==> src/rtl/chsp_pkg.sv <==
package chsp_pkg;

    localparam int unsigned MASK_MAX = 32;

    typedef struct packed {
        logic       hit;
        logic [4:0] idx;
    } chsp_pick_t;

    // lowest set bit of m at or above position start
    function automatic chsp_pick_t chsp_pick_from(input logic [MASK_MAX-1:0] m,
                                                  input int unsigned start);
        chsp_pick_t r;
        r = '0;
        for (int i = MASK_MAX - 1; i >= 0; i--) begin
            if (m[i] && (i >= int'(start))) begin
                r.hit = 1'b1;
                r.idx = 5'(i);
            end
        end
        return r;
    endfunction

endpackage

==> src/rtl/chsp_slice_capture.sv <==
module chsp_slice_capture #(
    parameter int NUM_CH    = 16,
    parameter int SLICE_LEN = 16
) (
    input  logic                               clk,
    input  logic                               rst,
    input  logic                               run,
    input  logic                               stb,
    input  logic [NUM_CH-1:0]                  ch_in,
    output logic [NUM_CH-1:0][SLICE_LEN-1:0]   words,
    output logic                               grp_done
);
    localparam int CNT_W = (SLICE_LEN > 1) ? $clog2(SLICE_LEN) : 1;
    localparam logic [CNT_W-1:0] LAST = CNT_W'(SLICE_LEN - 1);

    logic [CNT_W-1:0] cnt;
    logic             take;

    assign take = run && stb;

    // one shift register per channel; newest sample enters at the top
    for (genvar g = 0; g < NUM_CH; g++) begin : g_lane
        always_ff @(posedge clk) begin
            if (rst) begin
                words[g] <= '0;
            end else if (take) begin
                words[g] <= {ch_in[g], words[g][SLICE_LEN-1:1]};
            end
        end
    end

    always_ff @(posedge clk) begin
        if (rst || !run) begin
            cnt <= '0;
        end else if (stb) begin
            cnt <= (cnt == LAST) ? '0 : cnt + 1'b1;
        end
    end

    always_ff @(posedge clk) begin
        if (rst) begin
            grp_done <= 1'b0;
        end else begin
            grp_done <= take && (cnt == LAST);
        end
    end
endmodule

==> src/rtl/chsp_drain_seq.sv <==
module chsp_drain_seq
    import chsp_pkg::*;
#(
    parameter int NUM_CH    = 16,
    parameter int SLICE_LEN = 16,
    parameter int BYTE_W    = 8
) (
    input  logic                               clk,
    input  logic                               rst,
    input  logic                               run,
    input  logic                               grp_done,
    input  logic [NUM_CH-1:0][SLICE_LEN-1:0]   words,
    input  logic [NUM_CH-1:0]                  mask,
    input  logic                               out_ready,
    output logic [BYTE_W-1:0]                  out_data,
    output logic                               out_valid,
    output logic                               overflow
);
    localparam int BPW    = SLICE_LEN / BYTE_W;
    localparam int BSEL_W = (BPW > 1) ? $clog2(BPW) : 1;
    localparam int CH_W   = (NUM_CH > 1) ? $clog2(NUM_CH) : 1;
    localparam logic [BSEL_W-1:0] LASTB = BSEL_W'(BPW - 1);

    logic [NUM_CH-1:0][SLICE_LEN-1:0] hold_words;
    logic [NUM_CH-1:0]                hold_mask;
    logic                             busy;
    logic [CH_W-1:0]                  ch_idx;
    logic [BSEL_W-1:0]                bsel;
    logic                             ovf;

    chsp_pick_t first_pick;
    chsp_pick_t next_pick;

    always_comb begin
        first_pick = chsp_pick_from(MASK_MAX'(mask), 0);
        next_pick  = chsp_pick_from(MASK_MAX'(hold_mask), int'(ch_idx) + 1);
    end

    always_ff @(posedge clk) begin
        if (rst) begin
            hold_words <= '0;
            hold_mask  <= '0;
            busy       <= 1'b0;
            ch_idx     <= '0;
            bsel       <= '0;
            ovf        <= 1'b0;
        end else if (!run) begin
            busy <= 1'b0;
            bsel <= '0;
        end else begin
            if (busy && out_ready) begin
                if (bsel == LASTB) begin
                    bsel <= '0;
                    if (next_pick.hit) begin
                        ch_idx <= CH_W'(next_pick.idx);
                    end else begin
                        busy <= 1'b0;
                    end
                end else begin
                    bsel <= bsel + 1'b1;
                end
            end
            if (grp_done) begin
                if (busy) begin
                    ovf <= 1'b1;
                end else if (first_pick.hit) begin
                    busy       <= 1'b1;
                    ch_idx     <= CH_W'(first_pick.idx);
                    bsel       <= '0;
                    hold_words <= words;
                    hold_mask  <= mask;
                end
            end
        end
    end

    always_comb begin
        out_data = hold_words[ch_idx][int'(bsel) * BYTE_W +: BYTE_W];
    end

    assign out_valid = busy;
    assign overflow  = ovf;
endmodule

==> src/rtl/chsp_packer.sv <==
module chsp_packer #(
    parameter int NUM_CH    = 16,
    parameter int SLICE_LEN = 16,
    parameter int BYTE_W    = 8
) (
    input  logic              clk,
    input  logic              rst,
    input  logic              run,
    input  logic              sample_stb,
    input  logic [NUM_CH-1:0] ch_in,
    input  logic [NUM_CH-1:0] ch_mask,
    output logic [BYTE_W-1:0] out_data,
    output logic              out_valid,
    input  logic              out_ready,
    output logic              overflow
);
    logic [NUM_CH-1:0][SLICE_LEN-1:0] cap_words;
    logic                             cap_done;

    chsp_slice_capture #(
        .NUM_CH   (NUM_CH),
        .SLICE_LEN(SLICE_LEN)
    ) u_capture (
        .clk     (clk),
        .rst     (rst),
        .run     (run),
        .stb     (sample_stb),
        .ch_in   (ch_in),
        .words   (cap_words),
        .grp_done(cap_done)
    );

    chsp_drain_seq #(
        .NUM_CH   (NUM_CH),
        .SLICE_LEN(SLICE_LEN),
        .BYTE_W   (BYTE_W)
    ) u_drain (
        .clk      (clk),
        .rst      (rst),
        .run      (run),
        .grp_done (cap_done),
        .words    (cap_words),
        .mask     (ch_mask),
        .out_ready(out_ready),
        .out_data (out_data),
        .out_valid(out_valid),
        .overflow (overflow)
    );
endmodule

==> config.mk <==
export PLATFORM = sky130hd
export DESIGN_NAME = chsp_packer
export DESIGN_NICKNAME = d
export VERILOG_FILES = /design/src/rtl/chsp_pkg.sv /design/src/rtl/chsp_slice_capture.sv /design/src/rtl/chsp_drain_seq.sv /design/src/rtl/chsp_packer.sv
export SDC_FILE = /design/constraint.sdc
export NUM_CORES = 1
export LEC_CHECK = 0
export BUFFER_PORTS_ARGS = -buffer_cell sky130_fd_sc_hd__buf_2
export CORE_MARGIN = 2
export CORE_UTILIZATION = 62
export DETAILED_ROUTE_END_ITERATION = 6
export GPL_TIMING_DRIVEN = 0
export MAX_ROUTING_LAYER = met4
export PLACE_DENSITY = 0.82
export REMOVE_ABC_BUFFERS = 1
export SETUP_SLACK_MARGIN = 0.05
export SLEW_MARGIN = 10
export SYNTH_ARGS = -nofsm -noshare
export SYNTH_HDL_FRONTEND = slang
export SYNTH_SLANG_ARGS = --single-unit
==> constraint.sdc <==
create_clock -name clk -period 4.5 [get_ports clk]
set_input_delay 0.9 -clock clk [delete_from_list [all_inputs] [get_ports clk]]
set_output_delay 0.9 -clock clk [all_outputs]
set_load 0.02 [all_outputs]
==> results.txt <==
Worst VDD drop: 0.342 mV
placer congestion estimate: 0.860
WL final: 49.8 mm
Synth area leader: dfxtp_1
die height: 190 µm
crit path DAT: 3.34 ns
sequential-to-total area share from yosys stat: 50.2%
Worst Hold Class: register to register
largest stage delay on the critical path: 0.78 ns
most frequent cells in the layout: nand2_1 (1098), a21oi_1 (549), dfxtp_1 (536)
hpwl dp: 28.1 mm
vias: 18000
Fin Hold WS: 0.451 ns
most common cell after layout, fill and taps aside: nand2_1
H-tree Lvls: 2
RSZ-0062 raised after global routing: false
# Max-Cap Violations: 0
pin count of the biggest net entering global routing: 139
Final ANT Viol Nets: 0
PortBufs: 46
Worst EP required: 3.60 ns
Max Root-Sink Buffers: 3
startpoint types: register
Synth top area share: 50.2%
CP max stage cell: dfxtp_4
crit share post-route: 94.1%
Final Setup Violations: 0
Core Footprint: 0.0344 mm²
Inserted Clock Buffers: 53
Via density: 5.79
mapped cell area: 0.0215 mm²
outcome: finished clean
insertion delay to the later sink of the worst-skew pair: 0.59 ns
main flop type after synthesis: dfxtp_1
CP Cell Sequence: buf_16 -> mux2i_1 -> o221ai_1 -> o22ai_1 -> a21oi_1 -> nand2_1 -> o21ai_0 -> buf_2
Worst-Margin Slew: 0.977 ns
CTS tree: built
Initial Util: 62.6%
Fmax: 236 MHz
Async S/R FF share, synth: 0%
utilization after layout: 69.0%
LEAKAGE: 0.00734 µW
post-route setup slack: 0.265 ns
# rows: 68
Final min period: 4.24 ns
P&R area growth vs syn: 10.2%
clk slew on worst S/H paths: 0.06 ns
GRT Total Usage: 27.6%
global-route wire length before repair: 80.9 mm
final-report hold violation count: 0
Setup crit end kind: output pin
vias in the first global route: 16800
EDFF count, synth: 0
die area: 0.0362 mm²
clock sink count: 540
DIE WIDTH: 190 µm
#FFs+latches synth: 540
drt pass-1 iters: 7
PwrDens: 397 mW/mm²
Max Slew Vio Count: 0
share of cells above drive strength 1: 7.63%
# hold bufs at CTS: 0
grt ovf: 0
syn avg cell area: 7.93 µm²
Max Clock Skew: 0.0170 ns
Root Driver: clkbuf_16
synth unique cells: 66
Slew HR: 34.7%
Synth area leaders: dfxtp_1 (50%), nand2_1 (19%), a21oi_1 (13%)
DRC: 0
critical path peak fanout: 40
Synth Warn #: 0
Nets: 2662
worst slack at placement: 0.435 ns
initial antenna violation count: 0
critical path class: register to output pin
Routed WL per cell: 16.0 µm
drt initial violations: 1826
I/O pin total: 47
diodes inserted: 0
cells after synthesis: 2715
-- cell usage after synthesis, types with 9 or more instances --
library cell,count
o22ai_1,11
a21oi_1,549
mux2i_1,68
dfxtp_1,540
mux4_2,32
buf_4,11
o221ai_1,40
inv_1,12
clkbuf_1,137
nand2_1,1102
o21ai_0,13
buf_2,54
buf_1,9
nor2_1,26
-- layer usage --
| layer | up-vias | global-route usage, % | share of wire [%] |
|---|---|---|---|
| met4 | 0 | 9.69 | 2.5 |
| li1 | 8867 | - | - |
| met3 | 89 | 3.64 | 6.2 |
| met1 | 8486 | 35.6 | 43 |
| met2 | 603 | 45.0 | 49 |
| met5 | - | - | 0 |
-- timing repair --
item / CTS / global route
setup buffers: 0 / 1
gates resized for setup: 3 / 1
setup endpoints to repair: 8 / 5
-- path summary, 6_finish.rpt --
kind	from	end	slack, ns	cells after the start
setup / recovery	u_drain.ch_idx[0]$_SDFFE_PP0P_	out_data[0]	0.26	8
setup reg to reg	u_drain.ch_idx[1]$_SDFFE_PP0P_	u_drain.ch_idx[1]$_SDFFE_PP0P_	1.12	9
hold / removal	u_capture.words[208]$_SDFFE_PP0P_	u_drain.hold_words[208]$_SDFFE_PP0P_	0.45	2
hold reg to reg	u_capture.words[208]$_SDFFE_PP0P_	u_drain.hold_words[208]$_SDFFE_PP0P_	0.45	2
-- cell type report --
class / instances / area, µm²
flip-flops and latches: 540 / 10800
clock buffers: 81 / 1590
multi-input cells: 1946 / 9750
clock inverters: 13 / 150
repair buffers: 67 / 788
fillers: 2664 / 10700
well taps: 455 / 569
inverters: 13 / 50.0
-- logic make-up (layout without fill, tap and decap cells) --
logic type	after synthesis	count (layout)	share of synthesized area, %
AND/OR/NAND/NOR	1168	1168	20.9
XOR/XNOR	3	3	0.122
flip-flops	540	540	50.2
multiplexers	101	101	6.56
buffers and inverters	229	174	4.67
adder cells (fa/ha/maj)	4	4	0.232
AO/OA/AOI/OAI	670	670	17.3
-- registers in the layout, indices dropped and copies added, names as in the netlist --
signal / count
u_drain.overflow: 1
u_drain.bsel: 1
u_capture.grp_done: 1
u_drain.hold_mask: 16
u_drain.ch_idx: 4
u_capture.cnt: 4
u_drain.out_valid: 1
u_capture.words: 256
u_drain.hold_words: 256
-- through the flow --
step                std cells  cell area, µm²  power, µW  setup TNS (ns)
CTS                      3114           23700       9470               0
global placement         3000           21400       5100        -2491.82
detailed placement       3020           21900       5130               0
floorplan                2499           20600       4970         -774.22
finish                   3115           23700       9430               0
global route             3115           23700       9690               0
-- worst max-delay path: cells and delay by family (launching register included) --
kind                   cells  cell delay [ns]
muxes                      1             0.13
DFF                        1             0.78
buffers and inverters      2             0.57
AOI/OAI and AO/OA          4             1.09
and+or+nand+nor            1             0.12
-- report_power, final --
group	internal, µW	switching (µW)
clock	2550	1840
combinational	52.6	180
sequential	4790	8.12
Power figures use the tool's default switching activity.
